<file path="src/rtl/fcmp_pkg.sv">
package fcmp_pkg;
   typedef enum logic [1:0] {
      REL_EQ = 2'd0,
      REL_LT = 2'd1,
      REL_GT = 2'd2,
      REL_UN = 2'd3
   } fcmp_rel_e;

   localparam logic [3:0] NZCV_EQ = 4'b0110;
   localparam logic [3:0] NZCV_LT = 4'b1000;
   localparam logic [3:0] NZCV_GT = 4'b0010;
   localparam logic [3:0] NZCV_UN = 4'b0011;
endpackage

</file>
<file path="src/rtl/fcmp_classify.sv">
module fcmp_classify #(
   parameter int EXP_W  = 8,
   parameter int FRAC_W = 23,
   parameter int MAG_W  = 63,
   localparam int WORD_W = EXP_W + FRAC_W + 1
) (
   input  logic [WORD_W-1:0] word,
   output logic              sign,
   output logic              is_nan,
   output logic              is_snan,
   output logic              is_zero,
   output logic [MAG_W-1:0]  mag
);
   logic [EXP_W-1:0]  exp_f;
   logic [FRAC_W-1:0] frac_f;

   assign sign    = word[WORD_W-1];
   assign exp_f   = word[WORD_W-2 -: EXP_W];
   assign frac_f  = word[FRAC_W-1:0];
   assign is_nan  = (&exp_f) && (|frac_f);
   assign is_snan = is_nan && !frac_f[FRAC_W-1];
   assign is_zero = ~|word[WORD_W-2:0];
   assign mag     = MAG_W'(word[WORD_W-2:0]);
endmodule

</file>
<file path="src/rtl/fcmp_order.sv">
module fcmp_order
   import fcmp_pkg::*;
#(
   parameter int MAG_W = 63
) (
   input  logic             sign_a,
   input  logic             sign_b,
   input  logic             zero_a,
   input  logic             zero_b,
   input  logic             nan_any,
   input  logic [MAG_W-1:0] mag_a,
   input  logic [MAG_W-1:0] mag_b,
   output fcmp_rel_e        rel
);
   logic mag_lt;
   logic mag_eq;

   assign mag_lt = mag_a < mag_b;
   assign mag_eq = mag_a == mag_b;

   always_comb begin
      if (nan_any)                 rel = REL_UN;
      else if (zero_a && zero_b)   rel = REL_EQ;
      else if (sign_a != sign_b)   rel = sign_a ? REL_LT : REL_GT;
      else if (mag_eq)             rel = REL_EQ;
      else if (mag_lt ^ sign_a)    rel = REL_LT;
      else                         rel = REL_GT;
   end
endmodule

</file>
<file path="src/rtl/fcmp_flag_map.sv">
module fcmp_flag_map
   import fcmp_pkg::*;
(
   input  fcmp_rel_e   rel,
   output logic [3:0]  flags
);
   always_comb begin
      unique case (rel)
         REL_EQ:  flags = NZCV_EQ;
         REL_LT:  flags = NZCV_LT;
         REL_GT:  flags = NZCV_GT;
         default: flags = NZCV_UN;
      endcase
   end
endmodule

</file>
<file path="src/rtl/fcmp_flag_unit.sv">
module fcmp_flag_unit
   import fcmp_pkg::*;
#(
   parameter int DATA_W  = 64,
   parameter int SP_EXP  = 8,
   parameter int SP_FRAC = 23,
   parameter int DP_EXP  = 11,
   parameter int DP_FRAC = 52
) (
   input  logic              clk,
   input  logic              rst_n,
   input  logic              in_valid,
   input  logic              prec_dbl,
   input  logic              sig_mode,
   input  logic [DATA_W-1:0] op_a,
   input  logic [DATA_W-1:0] op_b,
   output logic              out_valid,
   output logic [3:0]        nzcv,
   output logic              invalid
);
   localparam int SP_W  = SP_EXP + SP_FRAC + 1;
   localparam int DP_W  = DP_EXP + DP_FRAC + 1;
   localparam int MAG_W = DP_W - 1;
   localparam int N_OP  = 2;

   generate
      if (SP_W > DATA_W || DP_W > DATA_W) begin : g_bad_width
         $error("operand format wider than data bus");
      end
      if (SP_W >= DP_W) begin : g_bad_order
         $error("single format must be narrower than double format");
      end
   endgenerate

   logic [DATA_W-1:0] ops [N_OP];
   logic [N_OP-1:0]   sp_sign, sp_nan, sp_snan, sp_zero;
   logic [N_OP-1:0]   dp_sign, dp_nan, dp_snan, dp_zero;
   logic [MAG_W-1:0]  sp_mag [N_OP];
   logic [MAG_W-1:0]  dp_mag [N_OP];
   logic [N_OP-1:0]   sel_sign, sel_nan, sel_snan, sel_zero;
   logic [MAG_W-1:0]  sel_mag [N_OP];

   assign ops[0] = op_a;
   assign ops[1] = op_b;

   for (genvar i = 0; i < N_OP; i++) begin : g_op
      fcmp_classify #(.EXP_W(SP_EXP), .FRAC_W(SP_FRAC), .MAG_W(MAG_W)) i_cls_sp (
         .word    (ops[i][SP_W-1:0]),
         .sign    (sp_sign[i]),
         .is_nan  (sp_nan[i]),
         .is_snan (sp_snan[i]),
         .is_zero (sp_zero[i]),
         .mag     (sp_mag[i])
      );
      fcmp_classify #(.EXP_W(DP_EXP), .FRAC_W(DP_FRAC), .MAG_W(MAG_W)) i_cls_dp (
         .word    (ops[i][DP_W-1:0]),
         .sign    (dp_sign[i]),
         .is_nan  (dp_nan[i]),
         .is_snan (dp_snan[i]),
         .is_zero (dp_zero[i]),
         .mag     (dp_mag[i])
      );
      assign sel_sign[i] = prec_dbl ? dp_sign[i] : sp_sign[i];
      assign sel_nan[i]  = prec_dbl ? dp_nan[i]  : sp_nan[i];
      assign sel_snan[i] = prec_dbl ? dp_snan[i] : sp_snan[i];
      assign sel_zero[i] = prec_dbl ? dp_zero[i] : sp_zero[i];
      assign sel_mag[i]  = prec_dbl ? dp_mag[i]  : sp_mag[i];
   end

   fcmp_rel_e  rel;
   logic [3:0] flags_nx;
   logic       inv_nx;

   fcmp_order #(.MAG_W(MAG_W)) i_order (
      .sign_a  (sel_sign[0]),
      .sign_b  (sel_sign[1]),
      .zero_a  (sel_zero[0]),
      .zero_b  (sel_zero[1]),
      .nan_any (|sel_nan),
      .mag_a   (sel_mag[0]),
      .mag_b   (sel_mag[1]),
      .rel     (rel)
   );

   fcmp_flag_map i_map (
      .rel   (rel),
      .flags (flags_nx)
   );

   assign inv_nx = sig_mode ? (|sel_nan) : (|sel_snan);

   always_ff @(posedge clk) begin
      if (!rst_n) begin
         out_valid <= 1'b0;
         nzcv      <= 4'b0000;
         invalid   <= 1'b0;
      end else begin
         out_valid <= in_valid;
         if (in_valid) begin
            nzcv    <= flags_nx;
            invalid <= inv_nx;
         end
      end
   end
endmodule

</file>
<file path="config.mk">
export PLATFORM = sky130hd
export DESIGN_NAME = fcmp_flag_unit
export DESIGN_NICKNAME = d
export VERILOG_FILES = /design/src/rtl/fcmp_pkg.sv /design/src/rtl/fcmp_classify.sv /design/src/rtl/fcmp_order.sv /design/src/rtl/fcmp_flag_map.sv /design/src/rtl/fcmp_flag_unit.sv
export SDC_FILE = /design/constraint.sdc
export NUM_CORES = 1
export LEC_CHECK = 0
export ABC_AREA = 1
export ABC_CLOCK_PERIOD_IN_PS = 6940
export BUFFER_PORTS_ARGS = -buffer_cell sky130_fd_sc_hd__buf_2
export CAP_MARGIN = 15
export CORE_UTILIZATION = 54
export CTS_BUF_LIST = sky130_fd_sc_hd__clkbuf_8
export DETAILED_ROUTE_END_ITERATION = 16
export HOLD_SLACK_MARGIN = 0.02
export PLACE_DENSITY = 0.95
export SYNTH_ARGS = -nofsm -noshare
export SYNTH_HDL_FRONTEND = slang
export SYNTH_SLANG_ARGS = --single-unit
</file>
<file path="constraint.sdc">
create_clock -name clk -period 6.94 [get_ports clk]
set_input_delay 0.694 -clock clk [delete_from_list [all_inputs] [get_ports clk]]
set_output_delay 0.694 -clock clk [all_outputs]
set_load 0.02 [all_outputs]
</file>
==> run metrics, run 1 <==
result of the run finished, final reports clean; multiplexer share of the synthesized area 0%; post-synth top area share 24.83%; CP startpoint kind input port; core footprint 5574 sq um; number of global-route vias before repair 3857; Layout area overhead 24.83%; buffer depth of the longest clock path 2; fraction of the yosys area taken by sequential cells 3.784%; worst reg2reg startpoint nzcv[1]; worst voltage drop across the vdd grid 57.64 uV; leading cell types by total area after synthesis sky130_fd_sc_hd__ha_1 (25%), sky130_fd_sc_hd__nand2_1 (23%), sky130_fd_sc_hd__inv_1 (13%); launch instance of the worst min-delay path nzcv[0]; Routed Antenna Nets 0; Initial DRC Count 198; maximum number of pins on one net before global-route repair 71; die boundary width 78.67 um; data arrival at the endpoint of the critical path 3.51 ns; unrepaired setup endpoints after global routing false; hold path depth 2; time the final worst path needs with I/O delays and setup 3.408 ns; number of filler instances in the final layout 488; highest fanout seen on the critical path 70; crit path launch prec_dbl; total routing resource utilization after global routing 30.83%; max_slew headroom 25.77%; Simple-Gate Fraction of Synth Area 48.68%; post-route clock skew 0 ns; final number of setup-violating endpoints 0; worst endpoint required time 7.04 ns; dominant combinational cell family by area after synthesis simple AND/OR/NAND/NOR gates; Vert. Die Dim 78.67 um; GR peak layer met2; final worst-path cycle share 49.11%; clock tree from TritonCTS yes; number of placement rows 27; count of flip-flops with a built-in enable after synthesis 0; initial antenna violation count 0; total number of clock tree sinks 6; global-route wire length before repair 15680 um; Lkg Pwr 2.532 nW; PortBufs 138; worst skew pair latency 0.22 ns; weighted congestion reported at the end of routability-driven placement 0.9241; hold_buf cts 0; Fin Hold WS 0.4746 ns; count of different cell masters after synthesis 38; DRC Markers 0; met3 usage in global routing 3.256%; depth of the CTS H-tree 1; transition time at the pin with the least slew margin 1.113 ns; flops & latches, synth 6; total negative slack for setup checks 0 ns; classification of the worst-slack hold path flip-flop to flip-flop; max-slew violation total from the final report 0; GRT overflow 0; setup bufs post-CTS 0; endpoint of the worst hold path nzcv[0]; Max-Cap Viols 0; average wire per standard cell 12.17 um; netlist area before placement 3174 sq um; number of nets in the synthesized netlist 767; total vias in the final route 4098; worst reg2reg path depth 2; via-per-instance ratio 5.281; number of detailed-routing iterations run before antenna repair 7; minimum setup slack among reg-to-reg paths 6.16 ns; fraction of met2 tracks used by global routing 56.70%; destination of the worst register-to-register timing path nzcv[1]; compound-cell area share of the yosys netlist 7.568%; syn_area_per_cell 5.559 sq um; cell type with the highest aggregate area in the netlist sky130_fd_sc_hd__ha_1; FFs w/ async S/R, synth 0%; kind of end point of the critical path flip-flop; starting density of the core 56.95%; I/O pins 139; Ant. Diodes 0; Sequential cell area 120.1 sq um; Final Hold Vio Count 0; power density of the placed cells 76.25 nW/um^2; most frequently used flop master after synthesis sky130_fd_sc_hd__dfxtp_1; clock-pin slew on the worst setup and hold paths 0.04 ns; met1 Track Usage GR 36.28%; kind of critical path input port to flip-flop; CTS Root Cell sky130_fd_sc_hd__clkbuf_8; CTS-repair resized insts 0; area used by multi-input combinational logic 2574 sq um; CTS Buf Count 3; fraction of final layout cells with drive strength greater than 1 25.00%; parity-gate share of the synthesized area counting xor and xnor cells 0%; adder-cell share of the synthesized area 24.83%; warnings from Yosys 0; DP Wirelength 8242 um; number of instances in the synthesized netlist 571; Routed WL 9444 um; maximum frequency from static timing analysis 293.4 MHz; area enclosed by the die boundary 6189 sq um; net total in the final layout 902
[layout make-up]
| class | count | area share [%] |
|---|---|---|
| Inverter | 119 | 11.27 |
| Sequential cell | 6 | 3.031 |
| Clock buffer | 3 | 1.042 |
| Tap cell | 72 | 2.273 |
| Multi-Input combinational cell | 438 | 64.95 |
| Timing Repair Buffer | 138 | 17.43 |
[critical path, stage by stage]
cell	delay (ns)
sky130_fd_sc_hd__buf_2	0.83
sky130_fd_sc_hd__nand2_1	0.13
sky130_fd_sc_hd__ha_1	0.36
sky130_fd_sc_hd__nand2_1	0.09
sky130_fd_sc_hd__nor2_2	0.21
sky130_fd_sc_hd__nand4_1	0.14
sky130_fd_sc_hd__nor4_1	0.27
sky130_fd_sc_hd__nand4_1	0.22
sky130_fd_sc_hd__nand3_1	0.15
sky130_fd_sc_hd__nand2_1	0.07
sky130_fd_sc_hd__nand2_2	0.08
sky130_fd_sc_hd__nand4_2	0.11
sky130_fd_sc_hd__nor2b_4	0.14
[cells in the mapped netlist (2+ instances only)]
master,instances
sky130_fd_sc_hd__a21oi_1,25
sky130_fd_sc_hd__clkbuf_1,7
sky130_fd_sc_hd__nand3_1,19
sky130_fd_sc_hd__inv_2,9
sky130_fd_sc_hd__nand4_1,19
sky130_fd_sc_hd__or2_1,2
sky130_fd_sc_hd__nor2_2,7
sky130_fd_sc_hd__nor4_1,18
sky130_fd_sc_hd__o21ai_0,4
sky130_fd_sc_hd__nand2_1,191
sky130_fd_sc_hd__a21o_1,4
sky130_fd_sc_hd__nand3_2,2
sky130_fd_sc_hd__dfxtp_1,6
sky130_fd_sc_hd__and3_1,2
sky130_fd_sc_hd__inv_1,110
sky130_fd_sc_hd__ha_1,63
sky130_fd_sc_hd__nand2_2,3
sky130_fd_sc_hd__nor3_1,14
sky130_fd_sc_hd__nor4_2,3
sky130_fd_sc_hd__nor2_1,43
sky130_fd_sc_hd__a21oi_2,2
sky130_fd_sc_hd__nand4_2,2
[cell usage in the layout, fill, tap and decap left out, types with 3 or more instances in the layout]
| cell | instances |
|---|---|
| sky130_fd_sc_hd__a21o_1 | 4 |
| sky130_fd_sc_hd__a21oi_1 | 25 |
| sky130_fd_sc_hd__buf_2 | 138 |
| sky130_fd_sc_hd__clkbuf_8 | 3 |
| sky130_fd_sc_hd__dfxtp_1 | 6 |
| sky130_fd_sc_hd__ha_1 | 63 |
| sky130_fd_sc_hd__inv_1 | 110 |
| sky130_fd_sc_hd__inv_2 | 9 |
| sky130_fd_sc_hd__nand2_1 | 191 |
| sky130_fd_sc_hd__nand2_2 | 3 |
| sky130_fd_sc_hd__nand3_1 | 19 |
| sky130_fd_sc_hd__nand4_1 | 19 |
| sky130_fd_sc_hd__nor2_1 | 43 |
| sky130_fd_sc_hd__nor2_2 | 7 |
| sky130_fd_sc_hd__nor3_1 | 14 |
| sky130_fd_sc_hd__nor4_1 | 18 |
| sky130_fd_sc_hd__nor4_2 | 3 |
| sky130_fd_sc_hd__o21ai_0 | 4 |
[metrics by stage]
stage / area [sq um] / util [%] / setup slack [ns] / power, W / std cells
after floorplan: 3174 / - / 3.936 / 0.0001647 / 571
after global placement: 3921 / 70.35 / 3.519 / 0.0002392 / 773
after detailed placement: 3921 / 70.35 / 3.449 / 0.0002471 / 773
after CTS: 3963 / 71.09 / 3.669 / 0.0003010 / 776
after global routing: 3963 / 71.09 / 3.336 / 0.0003363 / 776
final: 3963 / 71.09 / 3.532 / 0.0003021 / 776
[sequential cells by signal (all words and copies together), names as in the netlist]
| register | count |
|---|---|
| nzcv | 4 |
| out_valid | 1 |
| invalid | 1 |
[cell families (layout without fill, tap and decap cells)]
| kind of cell | Yosys count | after routing |
|---|---|---|
| simple gates | 334 | 334 |
| buf+inv | 127 | 260 |
| fa+ha+maj | 63 | 63 |
| compound gates | 41 | 41 |
| flops | 6 | 6 |
[where the power goes]
| group | switching, W | internal, W | leakage, nW |
|---|---|---|---|
| registers | 0.00000104 | 0.0000370 | 0.0493 |
| logic | 0.000126 | 0.0000873 | 2.46 |
| clock network | 0.0000139 | 0.0000372 | 0.0216 |
| total | 0.000141 | 0.000161 | 2.53 |
[routing by layer]
layer,wire (um),vias to the layer above
met3,663,31
met4,309,0
met2,4460,186
met5,0,-
li1,-,2097
met1,4012,1784
[how the worst max path moves through the flow]
stage	slack (ns)	to	depth (start not counted)
after floorplan	3.94	nzcv[1]	17
after global placement	3.52	nzcv[1]	13
after detailed placement	3.45	nzcv[1]	17
after CTS	3.67	nzcv[1]	17
after global routing	3.34	nzcv[1]	13
final	3.53	nzcv[1]	13
Power figures use the tool's default switching activity.
==> run 2, diff against run 1 <==
ABC_CLOCK_PERIOD_IN_PS = 3550   (was 6940)
CORE_UTILIZATION = 50   (was 54)
PLACE_DENSITY = 0.92   (was 0.95)
clock period = 3.55 ns   (was 6.94 ns; I/O delays follow)
==> run 2 against run 1 <==
Against the previous run: clock-buffer cell count unchanged; sequential power rose by 97%; die area is 7.8% higher; critical endpoint unchanged; clock skew stayed put; global-route usage decreased by 2.6 points.
==> run metrics, run 2 (same netlist as run 1, synthesis figures left out) <==
result of the run finished, final reports clean; number of detailed-routing iterations run before antenna repair 5 (-2); data arrival at the endpoint of the critical path 2.53 ns (-0.98 ns); global-route wire length before repair 15160 um (-3.3%); Layout area overhead 25.58%; final setup margin 1.123 ns (-2.408 ns); Routed WL 9325 um (-1.3%); Vert. Die Dim 81.68 um (+3.8%); CTS Root Cell sky130_fd_sc_hd__clkbuf_8; weighted congestion reported at the end of routability-driven placement 0.9687 (+4.8%); Lkg Pwr 2.542 nW (+0.37%); area enclosed by the die boundary 6672 sq um (+7.8%); clock tree from TritonCTS yes; hold_buf cts 0 (unchanged); register ranked first by flip-flop count nzcv; proportion of total power due to net switching 46.70% (+0.15 points); buffer depth of the longest clock path 2 (unchanged); most common cell after layout, fill and taps aside sky130_fd_sc_hd__nand2_1; highest fanout seen on the critical path 70 (unchanged); commonest cells after routing, fill and taps aside sky130_fd_sc_hd__nand2_1 (191), sky130_fd_sc_hd__buf_2 (138), sky130_fd_sc_hd__inv_1 (110), sky130_fd_sc_hd__ha_1 (63), sky130_fd_sc_hd__nor2_1 (43); max-slew violation total from the final report 0 (unchanged); core footprint 6026 sq um (+8.1%); crit path launch prec_dbl; cells along the critical path buf_2, buf_12, nand2_1, ha_1, nand2_1, inv_2, and3_1, nand2_1, nand2_1, a21oi_1, nand2_1, nand2_1, nand3_2, a21oi_2, nand4_2, nor2b_4; final number of setup-violating endpoints 0 (unchanged); average wire per standard cell 11.96 um (-1.8%); Ant. Diodes 0 (unchanged); GRT overflow 0 (unchanged); DP Wirelength 8320 um (+0.95%); kind of critical path input port to flip-flop; maximum frequency from static timing analysis 412.1 MHz; number of global-route vias before repair 3787 (-1.8%); unrepaired setup endpoints after global routing false; worst skew pair latency 0.23 ns (about the same); switching power summed over all nets 0.0002791 W (+98%); Final Hold Vio Count 0 (unchanged); worst reg2reg startpoint nzcv[1]; Power Internal 0.0003186 W (+97%); DRC Markers 0 (unchanged); slowest cell delay on critical path 0.31 ns (-0.52 ns); power density of the placed cells 149.9 nW/um^2 (+97%); time the final worst path needs with I/O delays and setup 2.427 ns; total negative slack for setup checks 0 ns (unchanged); total number of clock tree sinks 6 (unchanged); critical path's most frequent cell sky130_fd_sc_hd__nand2_1; launch instance of the worst min-delay path rst_n; CP startpoint kind input port; Gate power share 69.9% (-0.6 points); depth of the CTS H-tree 1 (unchanged); final worst-path cycle share 68.36%; maximum number of pins on one net before global-route repair 71 (unchanged); PortBufs 138 (unchanged); net total in the final layout 903 (+0.11%); Max-Cap Viols 0 (unchanged); CTS-repair resized insts 0 (unchanged); Routed Antenna Nets 0 (unchanged); cell at the slowest stage of the critical path sky130_fd_sc_hd__ha_1; classification of the worst-slack hold path input port to flip-flop; Critical path buffers and inverters 3 (+2); transition time at the pin with the least slew margin 0.4438 ns (-0.6696 ns); minimum setup slack among reg-to-reg paths 2.75 ns (-3.41 ns); proportion of power drawn by the clock network 17.6% (+0.7 points); total routing resource utilization after global routing 28.19% (-2.6 points); worst endpoint required time 3.66 ns (-3.38 ns); largest registers ranked by flip-flop count nzcv (4), invalid (1), out_valid (1); dominant delay contributor by cell family on the critical path simple AND/OR/NAND/NOR gates; I/O pins 139 (unchanged); sequential cell fraction of total power 12.5% (about the same); Placement Setup Slack 0.9227 ns (-2.526 ns); flip-flop count of the largest register after layout 4 (unchanged); kind of end point of the critical path flip-flop; die boundary width 81.68 um (+3.8%); clock-pin slew on the worst setup and hold paths 0.04 ns (about the same); via-per-instance ratio 5.278 (about the same); initial antenna violation count 0 (unchanged); worst voltage drop across the vdd grid 231.9 uV (+300%); setup bufs post-CTS 0 (unchanged); fraction of final layout cells with drive strength greater than 1 25.11% (+0.11 points); Initial DRC Count 255 (+29%); CTS Buf Count 3 (unchanged); starting density of the core 52.68% (-4.3 points); post-route clock skew 0 ns (unchanged); total vias in the final route 4117 (+0.46%); number of placement rows 28 (+3.7%); max_slew headroom 70.14% (+44 points)
[run 2: cell types whose count changed in the layout (fill, tap and decap cells not counted)]
cell and delta:
sky130_fd_sc_hd__buf_12 +1
[run 2: worst min-delay path, cell delays in order]
cell and delay, ns:
sky130_fd_sc_hd__buf_2 0.11, sky130_fd_sc_hd__nand2_1 0.05, sky130_fd_sc_hd__inv_1 0.04
[run 2: final timing paths]
check / cells past startpoint / to
setup / recovery: 16 / nzcv[1]
hold / removal: 3 / out_valid
setup reg to reg: 2 / nzcv[1]
hold reg to reg: 2 / invalid
[run 2: final cells by class]
type,instances,area [sq um]
Clock buffer,3,41.29
Fill cell,590,2039
Inverter,119,446.7
Multi-Input combinational cell,438,2574
Sequential cell,6,120.1
Tap cell,75,93.84
Timing Repair Buffer,139,710.7
[run 2: per-layer routing]
metal  vias up  share of wire [%]  global-route usage, %
met3        19                6.1                  3.444
met4         0                1.5                  7.368
met2       166                 50                  51.83
met5         -                  0                      0
met1      1825                 43                  34.21
li1       2107                  -                      -
[run 2: power groups by stage]
stage / combinational (W) / clock (W) / sequential (W)
after global placement: 0.000395 / 0 / 0.0000752
after global routing: 0.000474 / 0.000112 / 0.0000752
after floorplan: 0.000241 / 0 / 0.0000807
after CTS: 0.000415 / 0.000108 / 0.0000746
after detailed placement: 0.000412 / 0 / 0.0000756
final: 0.000418 / 0.000105 / 0.0000747
[run 2: stage by stage]
step	power [W]	area, sq um	std cells	utilization (%)	hold WS [ns]
2_1_floorplan	0.0003221	3174	571	-	0.4485
3_3_place_gp	0.0004699	3945	777	65.47	0.4557
3_5_place_dp	0.0004878	3945	777	65.47	0.4595
4_1_cts	0.0005971	3986	780	66.15	0.3508
5_1_grt	0.0006606	3986	780	66.15	0.3653
6_report	0.0005977	3986	780	66.15	0.3602
==> run 3, diff against run 2 <==
ABC_CLOCK_PERIOD_IN_PS = 2200   (was 3550)
CORE_UTILIZATION = 45   (was 50)
PLACE_DENSITY = 0.88   (was 0.92)
clock period = 2.2 ns   (was 3.55 ns; I/O delays follow)
==> run 3 against run 2 <==
Against the previous run: the flow now finishes with violations (negative setup slack); design area increased by 28%; highest routed layer unchanged; first-iteration DRC count rose by 76%; clock skew stayed put; combinational power up 150%; largest cell class unchanged; register-to-register slack got worse by 1.3 ns; sequential power increased by 61%; via count increased by 17%; critical path depth rose by 2; global-route usage fell by 2.1 points; sequential cell count unchanged; sequential share of layout area down 0.66 points; largest power group unchanged; core utilization grew 9.1 points.
==> run metrics, run 3 (same netlist as run 1, synthesis figures left out) <==
PortBufs 138 (unchanged); final worst-path cycle share 101.6%; via-per-instance ratio 5.761 (+9.1%); commonest cells after routing, fill and taps aside sky130_fd_sc_hd__nand2_1 (149), sky130_fd_sc_hd__buf_2 (137), sky130_fd_sc_hd__inv_1 (97), sky130_fd_sc_hd__nor2_1 (40), sky130_fd_sc_hd__nand2_2 (36); total vias in the final route 4822 (+17%); core footprint 6794 sq um (+13%); number of global-route vias before repair 3963 (+4.6%); depth of the CTS H-tree 1 (unchanged); Final Hold Vio Count 0 (unchanged); kind of end point of the critical path flip-flop; flip-flop count of the largest register after layout 4 (unchanged); Placement Setup Slack -0.2416 ns (-1.164 ns); power density of the placed cells 260.5 nW/um^2 (+74%); Routed WL 14050 um (+51%); maximum number of pins on one net before global-route repair 22 (-69%); proportion of power drawn by the clock network 12.7% (-4.9 points); Lkg Pwr 2.850 nW (+12%); Gate power share 78.3% (+8.4 points); die boundary width 85.99 um (+5.3%); proportion of total power due to net switching 47.11% (+0.41 points); slowest cell delay on critical path 0.25 ns (-0.06 ns); maximum frequency from static timing analysis 447.6 MHz; total routing resource utilization after global routing 26.12% (-2.1 points); CTS Buf Count 3 (unchanged); Initial DRC Count 448 (+76%); CTS Root Cell sky130_fd_sc_hd__clkbuf_8; final number of setup-violating endpoints 1 (+1); initial antenna violation count 0 (unchanged); buffer depth of the longest clock path 2 (unchanged); sequential cell fraction of total power 9.0% (-3.5 points); Fin Hold WS 0.2230 ns (-0.1372 ns); CP startpoint kind input port; Routed Antenna Nets 0 (unchanged); transition time at the pin with the least slew margin 0.4842 ns (+0.04035 ns); Power Internal 0.0007048 W (+120%); DRC Markers 0 (unchanged); max-slew violation total from the final report 0 (unchanged); clock-pin slew on the worst setup and hold paths 0.04 ns (about the same); net total in the final layout 939 (+4.0%); worst voltage drop across the vdd grid 201.4 uV (-13%); hold_buf cts 0 (unchanged); final setup margin -0.03415 ns (-1.157 ns); cells along the critical path buf_16, clkbuf_16, nand2_1, inv_1, ha_4, a21oi_2, nand2_1, nand2_1, nand2_1, nand2_2, nand2_2, a21oi_4, nand2_2, nand2_2, nand3_2, a21oi_2, nand4_4, nor2b_4; clock tree from TritonCTS yes; worst skew pair latency 0.22 ns (about the same); cell at the slowest stage of the critical path sky130_fd_sc_hd__ha_4; GRT overflow 0 (unchanged); kind of critical path input port to flip-flop; Ant. Diodes 0 (unchanged); largest registers ranked by flip-flop count nzcv (4), invalid (1), out_valid (1); highest fanout seen on the critical path 5 (-93%); global-route wire length before repair 15990 um (+5.5%); average wire per standard cell 16.78 um (+40%); total number of clock tree sinks 6 (unchanged); switching power summed over all nets 0.0006276 W (+120%); most common cell after layout, fill and taps aside sky130_fd_sc_hd__nand2_1; number of detailed-routing iterations run before antenna repair 8 (+3); time the final worst path needs with I/O delays and setup 2.234 ns; max_slew headroom 67.43% (-2.7 points); data arrival at the endpoint of the critical path 2.34 ns (-0.19 ns); classification of the worst-slack hold path input port to flip-flop; DP Wirelength 8498 um (+2.1%); number of placement rows 30 (+7.1%); post-route clock skew 0 ns (unchanged); area enclosed by the die boundary 7394 sq um (+11%); violated checks negative setup slack; weighted congestion reported at the end of routability-driven placement 0.8942 (-7.7%); starting density of the core 46.72% (-6.0 points); fraction of final layout cells with drive strength greater than 1 42.24% (+17 points); Vert. Die Dim 85.99 um (+5.3%); I/O pins 139 (unchanged); Critical path buffers and inverters 3 (unchanged); Max-Cap Viols 0 (unchanged); number of filler instances in the final layout 472 (-20%); register ranked first by flip-flop count nzcv; result of the run finished, violations left; dominant delay contributor by cell family on the critical path simple AND/OR/NAND/NOR gates; Layout area overhead 61.14%; worst endpoint required time 2.31 ns (-1.35 ns)
-- run 3: changes by cell type in the layout (fill, tap and decap cells not counted), moves of 9 or more --
cell,before,now
sky130_fd_sc_hd__nand2_1,191,149
sky130_fd_sc_hd__nand2_2,3,36
sky130_fd_sc_hd__ha_1,63,32
sky130_fd_sc_hd__ha_4,0,31
sky130_fd_sc_hd__buf_4,0,23
sky130_fd_sc_hd__inv_1,110,97
sky130_fd_sc_hd__inv_2,9,22
sky130_fd_sc_hd__nand2_4,0,9
-- run 3: area by class of cell --
type | count | area, sq um | area share [%]
clock buffer | 3 | 41.29 | 0.8072
inverter | 119 | 446.7 | 8.733
multi-input combinational | 438 | 3217 | 62.89
sequential | 6 | 120.1 | 2.348
tap | 96 | 120.1 | 2.348
timing repair buffer | 175 | 1170 | 22.87
-- run 3: final timing paths --
path / startpoint / end / depth (start not counted) / slack [ns]
worst max-delay path: prec_dbl / nzcv[1] / 18 / -0.03
worst min register to register: nzcv[0] / nzcv[0] / 2 / 0.46
worst min-delay path: rst_n / out_valid / 3 / 0.22
worst max register to register: nzcv[1] / nzcv[1] / 2 / 1.42
-- run 3: power by group through the flow --
stage / Clock (W) / Combinational, W / Sequential (W)
finish: 0.000170 / 0.00104 / 0.000120
global route: 0.000180 / 0.00113 / 0.000120
CTS: 0.000174 / 0.000752 / 0.000120
detailed placement: 0 / 0.000722 / 0.000121
global placement: 0 / 0.000693 / 0.000121
floorplan: 0 / 0.000400 / 0.000130
-- run 3: metal layers --
| layer | routed length, um | vias up | track usage [%] |
|---|---|---|---|
| met5 | 0 | - | 0 |
| met1 | 5103 | 2165 | 31.59 |
| met3 | 1099 | 112 | 1.636 |
| met4 | 940 | 0 | 5.455 |
| li1 | - | 2179 | - |
| met2 | 6905 | 366 | 50.14 |
-- run 3: timing repair --
action / CTS / global route
setup endpoints to repair: 1 / 3
resized for setup: 6 / 127
setup buffers: 1 / 2
gates cloned: 2 / 6
pin swaps: 6 / 62
-- run 3: metrics by stage --
step	utilization [%]	TNS, ns	power [W]	std cells	cell area (sq um)
2_1_floorplan	-	-0.2663	0.0005307	571	3226
3_3_place_gp	61.27	-0.3620	0.0008146	823	4163
3_5_place_dp	61.27	-0.5686	0.0008431	823	4163
4_1_cts	63.31	0	0.001045	829	4302
5_1_grt	75.29	-0.4459	0.001426	837	5115
6_report	75.29	-0.03415	0.001332	837	5115
-- run 3: tightest hold or removal path, cell delays in order --
cell	delay (ns)
sky130_fd_sc_hd__buf_2	0.10
sky130_fd_sc_hd__nand2_1	0.06
sky130_fd_sc_hd__inv_1	0.04
